--- src/rtl/edge_irq_pkg.sv ---
package edge_irq_pkg;
    localparam int NUM_LINES  = 16;
    localparam int SEL_W      = 4;
    localparam int NUM_SRC    = 1 << SEL_W;
    localparam int REG_W      = NUM_LINES;
    localparam int ADDR_W     = 3;
    localparam int FIELDS_PER = REG_W / SEL_W;
    localparam int NUM_SELREG = NUM_LINES / FIELDS_PER;
    localparam int DIRECT_N   = 5;
    localparam int GA_LO      = 5;
    localparam int GA_HI      = 9;
    localparam int GB_LO      = 10;
    localparam int GB_HI      = 15;
    localparam int NUM_IRQ    = DIRECT_N + 2;

    typedef enum logic [ADDR_W-1:0] {
        AD_SEL0 = 3'd0,
        AD_SEL1 = 3'd1,
        AD_SEL2 = 3'd2,
        AD_SEL3 = 3'd3,
        AD_MASK = 3'd4,
        AD_RISE = 3'd5,
        AD_FALL = 3'd6,
        AD_PEND = 3'd7
    } reg_addr_e;

    typedef enum logic {
        LINE_IDLE = 1'b0,
        LINE_PEND = 1'b1
    } line_state_e;
endpackage

--- src/rtl/edge_irq_sync.sv ---
module edge_irq_sync #(
    parameter int W = 16
) (
    input  logic         clk,
    input  logic         rst_n,
    input  logic [W-1:0] din,
    output logic [W-1:0] rise_ev,
    output logic [W-1:0] fall_ev
);
    logic [W-1:0] meta_q, sync_q, prev_q;

    always_ff @(posedge clk or negedge rst_n) begin
        if (!rst_n) begin
            meta_q <= '0;
            sync_q <= '0;
            prev_q <= '0;
        end else begin
            meta_q <= din;
            sync_q <= meta_q;
            prev_q <= sync_q;
        end
    end

    assign rise_ev = sync_q & ~prev_q;
    assign fall_ev = ~sync_q & prev_q;
endmodule

--- src/rtl/edge_irq_line.sv ---
module edge_irq_line
    import edge_irq_pkg::*;
(
    input  logic clk,
    input  logic rst_n,
    input  logic rise_ev,
    input  logic fall_ev,
    input  logic rise_en,
    input  logic fall_en,
    input  logic clr,
    output logic pend
);
    line_state_e st_q, st_d;
    logic        hit;

    assign hit = (rise_ev & rise_en) | (fall_ev & fall_en);

    always_ff @(posedge clk or negedge rst_n) begin
        if (!rst_n) st_q <= LINE_IDLE;
        else        st_q <= st_d;
    end

    always_comb begin
        st_d = st_q;
        unique case (st_q)
            LINE_IDLE: if (hit)         st_d = LINE_PEND;
            LINE_PEND: if (clr && !hit) st_d = LINE_IDLE;
            default:                    st_d = LINE_IDLE;
        endcase
    end

    always_comb pend = (st_q == LINE_PEND);


    set_wins_chk: assert property (@(posedge clk) disable iff (!rst_n)
        hit |=> pend);

    w1c_clear_chk: assert property (@(posedge clk) disable iff (!rst_n)
        (pend && clr && !hit) |=> !pend);

    no_trig_chk: assert property (@(posedge clk) disable iff (!rst_n)
        (!rise_en && !fall_en && !pend) |=> !pend);
endmodule

--- src/rtl/edge_irq_req.sv ---
module edge_irq_req
    import edge_irq_pkg::*;
(
    input  logic                 clk,
    input  logic                 rst_n,
    input  logic [NUM_LINES-1:0] pend,
    input  logic [NUM_LINES-1:0] mask,
    output logic [NUM_IRQ-1:0]   irq_out
);
    logic [NUM_LINES-1:0] live;
    logic [NUM_IRQ-1:0]   raw;

    assign live = pend & mask;

    for (genvar i = 0; i < DIRECT_N; i++) begin : g_direct
        assign raw[i] = live[i];
    end
    assign raw[DIRECT_N]   = |live[GA_HI:GA_LO];
    assign raw[DIRECT_N+1] = |live[GB_HI:GB_LO];

    always_ff @(posedge clk or negedge rst_n) begin
        if (!rst_n) irq_out <= '0;
        else        irq_out <= raw;
    end


    grp_a_raise_chk: assert property (@(posedge clk) disable iff (!rst_n)
        (|(pend[GA_HI:GA_LO] & mask[GA_HI:GA_LO])) |=> irq_out[DIRECT_N]);

    grp_b_drop_chk: assert property (@(posedge clk) disable iff (!rst_n)
        !(|(pend[GB_HI:GB_LO] & mask[GB_HI:GB_LO])) |=> !irq_out[DIRECT_N+1]);

    masked_quiet_chk: assert property (@(posedge clk) disable iff (!rst_n)
        (pend[0] && !mask[0]) |=> !irq_out[0]);
endmodule

--- src/rtl/edge_irq_ctrl.sv ---
module edge_irq_ctrl
    import edge_irq_pkg::*;
#(
    parameter int NUM_PORTS = 4
) (
    input  logic                           clk,
    input  logic                           rst_n,
    input  logic [NUM_PORTS*NUM_LINES-1:0] gpio_in,
    input  logic [ADDR_W-1:0]              bus_addr,
    input  logic                           bus_wr,
    input  logic [REG_W-1:0]               bus_wdata,
    output logic [REG_W-1:0]               bus_rdata,
    output logic [NUM_IRQ-1:0]             irq_out
);
    logic [NUM_LINES-1:0][SEL_W-1:0] sel_q;
    logic [NUM_LINES-1:0]            mask_q, rise_q, fall_q;
    logic [NUM_LINES-1:0]            src, rise_ev, fall_ev, pend, clr;
    logic [NUM_SELREG-1:0][REG_W-1:0] sel_word;

    // Configuration registers
    for (genvar k = 0; k < NUM_SELREG; k++) begin : g_selreg
        for (genvar j = 0; j < FIELDS_PER; j++) begin : g_field
            always_ff @(posedge clk or negedge rst_n) begin
                if (!rst_n)
                    sel_q[k*FIELDS_PER+j] <= '0;
                else if (bus_wr && bus_addr == ADDR_W'(k))
                    sel_q[k*FIELDS_PER+j] <= bus_wdata[j*SEL_W +: SEL_W];
            end
            assign sel_word[k][j*SEL_W +: SEL_W] = sel_q[k*FIELDS_PER+j];
        end
    end

    always_ff @(posedge clk or negedge rst_n) begin
        if (!rst_n) begin
            mask_q <= '0;
            rise_q <= '0;
            fall_q <= '0;
        end else if (bus_wr) begin
            if (bus_addr == AD_MASK) mask_q <= bus_wdata;
            if (bus_addr == AD_RISE) rise_q <= bus_wdata;
            if (bus_addr == AD_FALL) fall_q <= bus_wdata;
        end
    end

    assign clr = (bus_wr && bus_addr == AD_PEND) ? bus_wdata : '0;

    // Source selection: pin n of the chosen port, zero beyond NUM_PORTS
    for (genvar n = 0; n < NUM_LINES; n++) begin : g_src
        logic [NUM_SRC-1:0] cand;
        for (genvar p = 0; p < NUM_SRC; p++) begin : g_port
            if (p < NUM_PORTS) begin : g_real
                assign cand[p] = gpio_in[p*NUM_LINES+n];
            end else begin : g_none
                assign cand[p] = 1'b0;
            end
        end
        assign src[n] = cand[sel_q[n]];
    end

    edge_irq_sync #(.W(NUM_LINES)) u_sync (
        .clk     (clk),
        .rst_n   (rst_n),
        .din     (src),
        .rise_ev (rise_ev),
        .fall_ev (fall_ev)
    );

    for (genvar n = 0; n < NUM_LINES; n++) begin : g_line
        edge_irq_line u_line (
            .clk     (clk),
            .rst_n   (rst_n),
            .rise_ev (rise_ev[n]),
            .fall_ev (fall_ev[n]),
            .rise_en (rise_q[n]),
            .fall_en (fall_q[n]),
            .clr     (clr[n]),
            .pend    (pend[n])
        );
    end

    edge_irq_req u_req (
        .clk     (clk),
        .rst_n   (rst_n),
        .pend    (pend),
        .mask    (mask_q),
        .irq_out (irq_out)
    );

    always_comb begin
        unique case (bus_addr)
            AD_SEL0: bus_rdata = sel_word[0];
            AD_SEL1: bus_rdata = sel_word[1];
            AD_SEL2: bus_rdata = sel_word[2];
            AD_SEL3: bus_rdata = sel_word[3];
            AD_MASK: bus_rdata = mask_q;
            AD_RISE: bus_rdata = rise_q;
            AD_FALL: bus_rdata = fall_q;
            AD_PEND: bus_rdata = pend;
            default: bus_rdata = '0;
        endcase
    end


    mask_wr_chk: assert property (@(posedge clk) disable iff (!rst_n)
        (bus_wr && bus_addr == AD_MASK) |=> (mask_q == $past(bus_wdata)));
endmodule

--- config.mk ---
export PLATFORM = sky130hd
export DESIGN_NAME = edge_irq_ctrl
export DESIGN_NICKNAME = d
export VERILOG_FILES = /design/src/rtl/edge_irq_pkg.sv /design/src/rtl/edge_irq_sync.sv /design/src/rtl/edge_irq_line.sv /design/src/rtl/edge_irq_req.sv /design/src/rtl/edge_irq_ctrl.sv
export SDC_FILE = /design/constraint.sdc
export NUM_CORES = 1
export LEC_CHECK = 0
export ABC_AREA = 1
export CORE_ASPECT_RATIO = 0.8
export CORE_UTILIZATION = 55
export DETAILED_ROUTE_END_ITERATION = 8
export DONT_BUFFER_PORTS = 1
export PLACE_DENSITY = 0.77
export SETUP_SLACK_MARGIN = 0.05
export SYNTH_ARGS = -nofsm -noshare
export SYNTH_HDL_FRONTEND = slang
export SYNTH_SLANG_ARGS = --single-unit
--- constraint.sdc ---
create_clock -name clk -period 0.8 [get_ports clk]
set_input_delay 0 -clock clk [delete_from_list [all_inputs] [get_ports clk]]
set_output_delay 0 -clock clk [all_outputs]
set_load 0.005 [all_outputs]
Yosys cells after proc, flatten, opt, wreduce, memory -nomap -nowiden --
Index checks and enable logic that the tools add are counted.
Word-level totals: register bits 183, word-level logic and storage cells 256, output and inout port bits 23, bits of input ports 86
Operators by class: muxes and demuxes 82, reductions and logical operators 43, $lt $le $gt $ge 16, eq/ne operators 7, bitwise gates (word level) 69
Operators by type and width (count):
- $pmux 16 s8 | 1
- $lt 4x5->1 const B | 16
- $bmux 1 s4 | 16
- $and 16x16->16 | 3
- $mux 1 | 48
- $and 1x1->1 | 32
- $not 16->16 | 2
- $pmux 1 s2 | 16
- $logic_and 1x1->1 | 21
- $logic_not 1->1 | 16
- $mux 16 | 1
- $not 1->1 | 16
- $or 1x1->1 | 16
- $eq 3x3->1 const B | 4
- $eq 3x2->1 const B | 2
- $reduce_and 2->1 | 3
- $reduce_or 6->1 | 1
- $reduce_or 5->1 | 1
- $eq 3x1->1 const B | 1
- $logic_not 3->1 | 1

Longest topological paths before layout --
Gate-level depths: netlist of the first run.
depth in word-level cells 8, depth in mapped cells 8, depth with buffers taken out 6

Hierarchy --
A second synthesis of the first run with hierarchy kept.
Unflattened totals: cell total of the unflattened synthesis 1082, area, all modules 8715.9 um2
By module, submodules not included:
- edge_irq_ctrl | seq. area each 2802.7 um2, area an instance 6142.1 um2, cells each 836, instances 1
- edge_irq_sync | seq. area each 1201.2 um2, area an instance 1441.4 um2, cells each 112, instances 1
- edge_irq_line | seq. area each 25.0 um2, area an instance 52.6 um2, cells each 6, instances 16
- edge_irq_req | seq. area each 175.2 um2, area an instance 291.5 um2, cells each 38, instances 1

Worst setup path after synthesis of the first run --
Ideal clock, no wire load.
path type input -> register, from input bus_addr[2], to register sel_q[1] (netlist bit), setup slack -146 ps, data arrival time 825 ps, path buffers 2, stages 6, required time 679 ps, setup time 121 ps, path through buf_6 nor3_4 nand2_2 buf_6 nand2_1 o21ai_2
Between the ends: longest elaborated chain between the ends 2
Ends and longest elaborated chain:
- from (decl) | RTL line edge_irq_ctrl.sv:9 | input logic [ADDR_W-1:0] bus_addr,
- $logic_not 3->1 | RTL line edge_irq_ctrl.sv:26 | else if (bus_wr && bus_addr == ADDR_W'(k))
- $logic_and 1x1->1 | RTL line edge_irq_ctrl.sv:26
- to (signal, indexed assignment) | RTL line edge_irq_ctrl.sv:27 | sel_q[k*FIELDS_PER+j] <= bus_wdata[j*SEL_W +: SEL_W];
- to (decl) | RTL line edge_irq_ctrl.sv:15 | logic [NUM_LINES-1:0][SEL_W-1:0] sel_q;
Every way passes these cells. A chain may end at the register's enable or synchronous reset.

Worst setup path in the final report of the first run --
from register sel_q[25] (netlist bit), to output bus_rdata[9]
Between the ends: longest elaborated chain between the ends 1
Ends and longest elaborated chain:
- $pmux 16 s8 | RTL line edge_irq_ctrl.sv:90 | unique case (bus_addr)
- to (decl) | RTL line edge_irq_ctrl.sv:12 | output logic [REG_W-1:0] bus_rdata,
Every way passes these cells.

==> impl_metrics.py, run 1 <==
metrics = {
    "run_status": {
        "status": "finished, violations left",
        "violations": "negative hold slack, negative setup slack",
    },
    "worst_setup_path": {
        "worstSetupPathType": "flip-flop to primary output",
        "cp-end-kind": "primary output",
        "arrival_ns": 1.43,
        "required_ns": 0.80,
        "cp_max_fo": 4,
        "ff2ff_setup_slack_ns": -0.24,
        "cp-start-kind": "flip-flop",
    },
    "timing": {
        "post-route-min-period_ns": 1.43,
        "report.final.slew_viol_count": 0,
        "grt_setup_unrepaired": "true",
        "fmax_ghz": 0.700,
        "setup_viol": 74,
        "tightest_slew_ns": 0.411,
        "post-route-period-util_pct": 179,
        "whs_ns": -0.740,
        "final-hold-violation-count": 267,
        "fin_ws_ns": -0.628,
        "clock_skew_ns": 0.0157,
        "slew-limit-headroom_pct": 72.6,
    },
    "detailed_routing": {
        "vias_per_cell": 6.40,
        "drtPass1Iterations": 7,
        "postRouteAntennaNets": 0,
        "avgRoutedWirePerCell_um": 22.9,
        "wl_um": 31500,
        "drt_iter0_drc": 1344,
        "drc_errors": 0,
        "num_vias": 8803,
    },
    "yosys": {
        "synth_ff_type": "dfrtp_1",
        "synthCells": 998,
        "synth_top_area_share_pct": 54.7,
        "synth_commonest_cells": "nand2_1 (320), dfrtp_1 (183), o21ai_0 (88)",
        "synth_top_area_cell": "dfrtp_1",
        "ys_seq_area_share_pct": 54.7,
        "synth_area_sq_mm": 0.00838,
        "async_reset_ff_share_pct": 100,
        "synth-seq-cells": 183,
        "yosys_warnings": 0,
        "syn-num-nets": 1084,
        "synth.distinct_cells": 23,
        "postSynthAreaPerCell_sq_um": 8.39,
        "synthTopCellsByArea": "dfrtp_1 (55%), nand2_1 (14%), o21ai_0 (5.3%)",
        "yosysMostFrequentCell": "nand2_1",
        "synth-edff-count": 0,
    },
    "pwr": {
        "seq_power_share_pct": 42.7,
        "ir_drop_uv": 1940,
        "total_power_uw": 31400,
        "swShare_pct": 32.3,
        "p_switching_uw": 10200,
        "p_clk_share_pct": 29.7,
        "internal_power_uw": 21300,
        "power.density_mw_per_mm2": 2570,
        "p_leak_uw": 0.00577,
        "combPwrFrac_pct": 27.6,
    },
    "grt": {
        "grt_pass1_vias": 8000,
        "grt-ovfl-total": 0,
        "grt_max_degree": 184,
        "grt_use_total_pct": 36.2,
        "antenna_found_initial": 0,
        "grt_pass1_wl_um": 42900,
    },
    "clock_network": {
        "clk-insertion-delay-late_ns": 0.44,
        "cts_tree": "done",
        "cts_made_buffers": 17,
        "cts_sinks": 183,
        "h-tree-depth": 4,
        "clockRootBuffer": "clkbuf_16",
        "hold_buffers": 80,
        "ctsLongestPathBuffers": 2,
        "path_clk_slew_ns": 0.07,
    },
    "placement": {
        "io_buffers": 0,
        "gp_congestion": 0.912,
        "post-place-ws_ns": -0.107,
        "dp_hpwl_um": 15400,
    },
    "flow_run": {
        "cap_violations": 0,
    },
    "hold_path": {
        "hp-class": "input port to asynchronous set/reset pin",
    },
    "die": {
        "rows": 39,
        "ios": 109,
        "core_sq_mm": 0.0146,
        "die-area_sq_mm": 0.0157,
        "die_h_um": 112,
        "start_util_pct": 57.4,
        "die_w_um": 140,
    },
    "final_layout": {
        "area_growth_pct": 46.0,
        "nets": 1263,
        "nFillCells": 663,
        "register_area_sq_mm": 0.00458,
        "multi_input_area_sq_mm": 0.00421,
        "drive_gt1_share_pct": 38.5,
    },
}
## cell usage in the layout, fill, tap and decap left out, types with 15 or more instances in the layout
cell / count
inv_1: 34
o21ai_1: 49
clkbuf_16: 17
a21o_1: 16
dlygate4sd3_1: 78
buf_12: 15
dfrtp_1: 180
nor2_2: 25
o21ai_2: 41
o21ai_0: 22
nand2_2: 108
nand3_2: 23
nand2_1: 200
a21oi_2: 28
nand4_1: 66
nand3_1: 30
nor2_4: 15
buf_4: 35
buf_6: 82
nor2_1: 43
## registers in the layout, summed over array words and instances (netlist names)
register	count
u_req.irq_out	7
u_sync.meta_q	16
sel_q	64
u_sync.sync_q	16
g_line.u_line.pend	16
u_sync.prev_q	16
rise_q	16
mask_q	16
fall_q	16
## layer usage
layer	global-route usage (%)	wire length, um	share of wire [%]	vias up
li1	-	-	-	3682
met1	48.4	11800	37	4236
met2	54.8	14600	46	734
met3	12.9	3850	12	151
met4	12.7	1290	4.1	0
met5	0	0	0	-
## metrics by stage
step | setup TNS, ns | instance area (sq um) | instances | util, %
after CTS | -10.01 | 11200 | 1342 | 76.8
after global placement | -2.20 | 8890 | 1179 | 60.9
after global routing | -15.71 | 12200 | 1374 | 83.8
after detailed placement | -3.14 | 8890 | 1179 | 60.9
after floorplan | -2.37 | 8580 | 998 | -
final | -13.68 | 12200 | 1375 | 83.8
## power groups by stage
| stage | registers (uW) | clock network [uW] | logic [uW] |
|---|---|---|---|
| global route | 13500 | 9690 | 9210 |
| floorplan | 12800 | 0 | 3120 |
| detailed placement | 13300 | 0 | 4150 |
| finish | 13400 | 9330 | 8670 |
| CTS | 13000 | 9190 | 6370 |
| global placement | 13200 | 0 | 3980 |
## cell type report
cell class / instances / area share (%)
Antenna cell: 1 / 0.0205
Clock buffer: 19 / 3.70
Clock inverter: 13 / 1.58
Inverter: 57 / 2.20
Multi-Input combinational cell: 706 / 34.4
Sequential cell: 183 / 37.5
Tap cell: 184 / 1.88
Timing Repair Buffer: 212 / 18.7
## repair_timing
item                                    4_1_cts  5_1_grt
resized for setup                           160      268
pin swaps                                    58       84
endpoints found under the hold margin       327      261
endpoints found under the setup margin       68      129
setup buffers                                52       54
## critical path, stage by stage, from the launching register on
cell     delay [ns]
dfrtp_1        0.44
nand3_1        0.13
nand2_1        0.11
nor2_2         0.19
nand3_2        0.12
## cell families (layout without fill, tap and decap cells)
family | after synthesis | count (layout) | synth area share, %
other | 0 | 1 | 0
flip-flops | 183 | 183 | 54.7
AO/OA/AOI/OAI | 177 | 177 | 12.0
buffers and inverters | 109 | 301 | 5.82
AND/OR/NAND/NOR | 529 | 529 | 27.5
## final timing paths
| check | startpoint | to | cells past startpoint |
|---|---|---|---|
| setup reg to reg | g_line[7].u_line.pend$_DFF_PN0_ | u_req.irq_out[5]$_DFF_PN0_ | 5 |
| min in group clk | bus_wr | sel_q[28]$_DFFE_PN0P_ | 3 |
| max in group asynchronous | rst_n | sel_q[9]$_DFFE_PN0P_ | 0 |
| hold / removal | rst_n | u_req.irq_out[3]$_DFF_PN0_ | 0 |
| setup / recovery | sel_q[25]$_DFFE_PN0P_ | bus_rdata[9] | 4 |
| hold reg to reg | u_sync.meta_q[15]$_DFF_PN0_ | u_sync.sync_q[15]$_DFF_PN0_ | 0 |
(Power assumes the default switching activity.)
==> inputs of run 2 (changes only) <==
Settings changed: ABC_AREA 1 to default.
==> impl_metrics.py, run 2 <==
metrics = {
    "timing": {
        "post-route-period-util_pct": 213,
        "slew-limit-headroom_pct": 71.8,
        "clock_skew_ns": 0.00918,
        "report.final.slew_viol_count": 0,
        "fin_ws_ns": -0.907,
        "fmax_ghz": 0.586,
        "post-route-min-period_ns": 1.71,
        "whs_ns": -0.734,
        "setup_viol": 130,
        "tightest_slew_ns": 0.422,
        "grt_setup_unrepaired": "true",
        "final-hold-violation-count": 198,
    },
    "final_layout": {
        "drive_gt1_share_pct": 44.2,
        "area_growth_pct": 43.1,
        "top_register": "sel_q",
        "nets": 945,
        "mostFrequentLayoutCells": "dfrtp_1 (168), mux2_4 (78), buf_4 (75)",
        "num_antenna_cells": 0,
        "nFillCells": 753,
        "final_common_cell": "dfrtp_1",
        "largest_reg_flops": 64,
    },
    "yosys": {
        "synth.distinct_cells": 40,
        "postSynthAreaPerCell_sq_um": 12.7,
        "synth_top_family_by_area": "multiplexers",
        "synth_commonest_cells": "dfrtp_1 (183), mux2_2 (110), nand2_1 (65)",
        "synth_compound_area_share_pct": 11.3,
        "synth.mux.area_fraction_pct": 19.5,
        "synthAdderAreaFrac_pct": 0,
        "synthCells": 645,
        "async_reset_ff_share_pct": 100,
        "synthTopCellsByArea": "dfrtp_1 (56%), mux2_2 (15%), mux2i_1 (4.2%)",
        "synth_top_area_cell": "dfrtp_1",
        "synthSimpleGateAreaFrac_pct": 10.1,
        "syn-num-nets": 731,
        "synth-seq-cells": 183,
        "ys_seq_area_share_pct": 55.9,
        "yosysMostFrequentCell": "dfrtp_1",
        "synth_ff_type": "dfrtp_1",
        "synth_xor_area_share_pct": 0,
        "yosys_warnings": 0,
        "synth-edff-count": 0,
        "synth_top_area_share_pct": 55.9,
        "synth_area_sq_mm": 0.00820,
    },
    "run_status": {
        "violations": "design-rule violations, negative hold slack, negative setup slack",
        "status": "finished, violations left",
    },
    "grt": {
        "grt_util_met1_pct": 43.9,
        "top_usage_layer": "met2",
        "grt_pass1_vias": 6695,
        "grt_use_total_pct": 32.8,
        "grt_pass1_wl_um": 37800,
        "grt_max_degree": 184,
        "grt-ovfl-total": 0,
        "use_met2_pct": 53.3,
        "antenna_found_initial": 0,
        "use_met3_pct": 7.65,
    },
    "clock_network": {
        "path_clk_slew_ns": 0.07,
        "cts_tree": "done",
        "clockRootBuffer": "clkbuf_16",
        "cts_made_buffers": 17,
        "cts_sinks": 183,
        "hold_buffers": 69,
        "ctsLongestPathBuffers": 2,
        "h-tree-depth": 4,
        "clk-insertion-delay-late_ns": 0.44,
    },
    "worst_setup_path": {
        "cp-start-kind": "flip-flop",
        "path_cells": "mux2_4, a22o_1, a221oi_2, nor2_1",
        "arrival_ns": 1.71,
        "cp-end-kind": "primary output",
        "required_ns": 0.80,
        "ff2ff_setup_slack_ns": -0.50,
        "cp_max_fo": 2,
        "cp_slowest_cell": "dfrtp_1",
        "slowest_delay_ns": 0.40,
        "worstSetupPathType": "flip-flop to primary output",
    },
    "pwr": {
        "ir_drop_uv": 1670,
        "total_power_uw": 31200,
        "power.density_mw_per_mm2": 2660,
        "p_leak_uw": 0.00535,
    },
    "detailed_routing": {
        "avgRoutedWirePerCell_um": 23.6,
        "drt_iter0_drc": 528,
        "postRouteAntennaNets": 0,
        "num_vias": 6406,
        "drc_errors": 13,
        "wl_um": 24900,
        "vias_per_cell": 6.07,
        "drtPass1Iterations": 6,
    },
    "die": {
        "ios": 109,
        "rows": 39,
        "die_w_um": 139,
        "start_util_pct": 57.0,
        "core_sq_mm": 0.0144,
        "die-area_sq_mm": 0.0154,
        "die_h_um": 111,
    },
    "placement": {
        "post-place-ws_ns": -0.662,
        "dp_hpwl_um": 13800,
        "gp_congestion": 0.859,
        "io_buffers": 0,
    },
    "flow_run": {
        "cap_violations": 0,
    },
    "hold_path": {
        "hp-class": "input port to asynchronous set/reset pin",
    },
}
[run 2: changes by cell type after synthesis, moves of 21 or more]
cell / change
inv_1: -41
clkbuf_1: -21
a21oi_1: -32
nand4_1: -66
a221oi_1: +26
o21ai_0: -74
nand3_1: -48
mux2i_1: +34
mux2_2: +110
nand2_1: -255
nor2_1: -48
[run 2: cell families (layout without fill, tap and decap cells)]
family	after synthesis	count (layout)
AO/OA/AOI/OAI	118	118
multiplexers	146	146
flip-flops	183	183
AND/OR/NAND/NOR	153	153
buffers and inverters	45	271
[run 2: cell type report]
type                            instances  area [sq um]  area share, %
Inverter                               14          55.1          0.469
Tap cell                              184           230           1.96
Timing Repair Buffer                  226          2250           19.1
Sequential cell                       183          4600           39.2
Clock inverter                          7           118           1.00
Clock buffer                           24           492           4.19
Multi-Input combinational cell        417          4000           34.0
[run 2: final timing paths]
kind                                                  startpoint                           to  depth (start not counted)
worst max-delay path            g_line[13].u_line.pend$_DFF_PN0_                bus_rdata[13]                          4
worst min-delay path                                       rst_n  u_sync.sync_q[10]$_DFF_PN0_                          0
min in group clk                                     bus_addr[1]       mask_q[14]$_DFFE_PN0P_                          3
worst min register to register       u_sync.meta_q[10]$_DFF_PN0_  u_sync.sync_q[10]$_DFF_PN0_                          0
worst max register to register             sel_q[32]$_DFFE_PN0P_   u_sync.meta_q[8]$_DFF_PN0_                          6
max in group asynchronous                                  rst_n        sel_q[21]$_DFFE_PN0P_                          0
[run 2: report_power, final]
group / leakage, uW / switching [uW] / total, uW / internal [uW]
clock: 0.000300 / 3580 / 8820 / 5240
sequential: 0.00220 / 1910 / 13500 / 11500
combinational: 0.00285 / 3220 / 8970 / 5740
total: 0.00535 / 8720 / 31200 / 22500
[run 2: through the flow]
step	hold WS (ns)	std cells	utilization, %	setup TNS, ns	cell area, sq um
after CTS	-0.746	1025	78.4	-23.81	11300
after global routing	-0.757	1055	81.5	-28.87	11700
final	-0.734	1055	81.5	-25.28	11700
after detailed placement	-0.287	908	64.8	-26.35	9330
after floorplan	-0.296	645	-	-28.39	8460
after global placement	-0.287	908	64.8	-24.26	9330
[run 2: per-layer routing]
layer  wire length [um]  up-vias
met5                  0        -
met4                373        0
met3               1580       33
met2              12400      242
met1              10500     3326
li1                   -     2805
[run 2: what timing repair did]
action | CTS | global route
setup endpoints to repair | 163 | 168
endpoints found under the hold margin | 327 | 205
pin swaps | 28 | 21
buffers inserted | 28 | 49
gates resized for setup | 150 | 87
[run 2: critical path: cells and delay by family, from the launching register on]
kind / cells / cell delay [ns]
multiplexers: 1 / 0.27
flip-flops: 1 / 0.40
AND/OR/NAND/NOR: 1 / 0.10
AO/OA/AOI/OAI: 2 / 0.51
==> inputs of run 3 (changes only) <==
Settings changed: PLACE_DENSITY 0.77 to 0.74.
Clock period 0.8 ns to 1.7 ns, I/O delays scaled along.
==> impl_metrics.py, run 3 (synthesis gave the netlist of run 2 again) <==
metrics = {
    "run_status": {
        "status": "finished, violations left",
        "violations": "design-rule violations, negative hold slack, negative setup slack",
    },
    "pwr": {
        "combPwrFrac_pct": 18.5,
        "p_clk_share_pct": 31.2,
        "internal_power_uw": 9210,
        "total_power_uw": 12700,
        "swShare_pct": 27.3,
        "p_leak_uw": 0.00446,
        "p_switching_uw": 3460,
        "ir_drop_uv": 712,
        "seq_power_share_pct": 50.2,
        "power.density_mw_per_mm2": 1260,
    },
    "placement": {
        "placed_cell_area_sq_mm": 0.00833,
        "dp_hpwl_um": 12900,
        "io_buffers": 0,
        "post-place-ws_ns": 0.0913,
        "place_inst": 812,
        "gp_congestion": 0.815,
    },
    "clock_network": {
        "ctsLongestPathBuffers": 2,
        "cts_tree": "done",
        "cts_made_buffers": 17,
        "clk-insertion-delay-late_ns": 0.42,
        "path_clk_slew_ns": 0.06,
        "hold_buffers": 83,
        "clockRootBuffer": "clkbuf_16",
        "cts_sinks": 183,
        "h-tree-depth": 4,
    },
    "die": {
        "die_w_um": 139,
        "rows": 39,
        "die_h_um": 111,
        "core_sq_mm": 0.0144,
        "die-area_sq_mm": 0.0154,
        "ios": 109,
        "start_util_pct": 57.0,
    },
    "detailed_routing": {
        "wl_met1_um": 9600,
        "route.met3.wl_um": 1370,
        "postRouteAntennaNets": 0,
        "wl_um": 21300,
        "wl_met2_um": 10100,
        "avgRoutedWirePerCell_um": 22.5,
        "drtPass1Iterations": 7,
        "drt_iter0_drc": 454,
        "drc_errors": 12,
        "num_vias": 5903,
        "vias_per_cell": 6.23,
        "top_layer_used": "met4",
    },
    "worst_setup_path": {
        "cp-end-kind": "primary output",
        "required_ns": 1.70,
        "cp-start-kind": "flip-flop",
        "arrival_ns": 1.71,
        "worstSetupPathType": "flip-flop to primary output",
        "cp_max_fo": 3,
        "ff2ff_setup_slack_ns": 0.09,
    },
    "timing": {
        "clock_skew_ns": 0.00641,
        "setup_viol": 1,
        "fin_tns_setup_ns": -0.00634,
        "post-route-period-util_pct": 100,
        "post-route-min-period_ns": 1.71,
        "slew-limit-headroom_pct": 38.9,
        "fmax_ghz": 0.586,
        "whs_ns": -0.727,
        "tightest_slew_ns": 0.916,
        "fin_ws_ns": -0.00634,
        "report.final.slew_viol_count": 0,
        "grt_setup_unrepaired": "true",
        "final-hold-violation-count": 183,
    },
    "final_layout": {
        "area_growth_pct": 22.9,
        "largest_reg_flops": 64,
        "top_register": "sel_q",
        "num_antenna_cells": 0,
        "nets": 836,
        "mostFrequentLayoutCells": "dfrtp_1 (183), mux2_2 (97), dlygate4sd3_1 (77)",
        "drive_gt1_share_pct": 26.9,
        "final_cell_area_sq_mm": 0.0101,
        "register_area_sq_mm": 0.00458,
        "multi_input_area_sq_mm": 0.00352,
        "final_cells": 947,
        "final_common_cell": "dfrtp_1",
        "nFillCells": 958,
    },
    "hold_path": {
        "hp-class": "input port to asynchronous set/reset pin",
    },
    "grt": {
        "grt-ovfl-total": 0,
        "grt_pass1_vias": 5859,
        "grt_max_degree": 184,
        "grt_pass1_wl_um": 33300,
        "antenna_found_initial": 0,
        "grt_use_total_pct": 28.6,
    },
    "flow_run": {
        "cap_violations": 0,
    },
}
[run 3: cell count changes in the layout (fill, tap and decap cells not counted), moves of 8 or more]
cell,before,now
mux2_2,34,97
buf_6,74,0
a2111oi_0,0,13
dfrtp_2,15,0
o21ai_0,5,14
buf_12,8,0
buf_4,75,34
mux2_4,78,13
dlygate4sd3_1,69,77
dfrtp_1,168,183
[run 3: path summary, 6_finish.rpt]
path,cells after the start,startpoint,to
max in group asynchronous,0,rst_n,u_sync.prev_q[0]$_DFF_PN0_
worst max register to register,3,sel_q[44]$_DFFE_PN0P_,u_sync.meta_q[11]$_DFF_PN0_
worst min register to register,0,u_sync.meta_q[5]$_DFF_PN0_,u_sync.sync_q[5]$_DFF_PN0_
min in group clk,3,gpio_in[14],u_sync.meta_q[14]$_DFF_PN0_
worst min-delay path,0,rst_n,sel_q[43]$_DFFE_PN0P_
worst max-delay path,4,g_line[15].u_line.pend$_DFF_PN0_,bus_rdata[15]
[run 3: through the flow]
step | utilization (%) | hold WS (ns)
2_1_floorplan | - | -0.296
3_3_place_gp | 57.8 | -0.288
3_5_place_dp | 57.8 | -0.289
4_1_cts | 68.4 | -0.739
5_1_grt | 70.0 | -0.752
6_report | 70.0 | -0.727
[run 3: repair_timing]
item	in CTS	in global routing
setup buffers	3	17
hold endpoints to repair	327	183
resized for setup	12	31
pin swaps	3	13
endpoints found under the setup margin	12	23
[run 3: critical path: stages, from the launching register on]
cell	delay (ns)
dfrtp_1	0.40
mux2_4	0.27
a22o_1	0.20
a221oi_2	0.30
nor2_1	0.11
[run 3: layout make-up]
cell class | count | share of cell area [%]
multi-input cells | 417 | 34.9
well taps | 184 | 2.28
flip-flops and latches | 183 | 45.4
clock buffers | 24 | 4.98
clock inverters | 8 | 0.931
repair buffers | 117 | 10.9
inverters | 14 | 0.521
[run 3: power by group through the flow]
stage	clock, uW	sequential [uW]	combinational, uW
6_report	3960	6370	2350
5_1_grt	4200	6470	2550
4_1_cts	3990	6320	2090
3_5_place_dp	0	6390	1760
3_3_place_gp	0	6330	1680
2_1_floorplan	0	6030	1530
[run 3: metal layers]
metal / GRT usage, % / vias to the layer above
met3: 7.30 / 22
li1: - / 2595
met2: 43.1 / 213
met4: 8.01 / 0
met1: 41.1 / 3073
met5: 0 / -
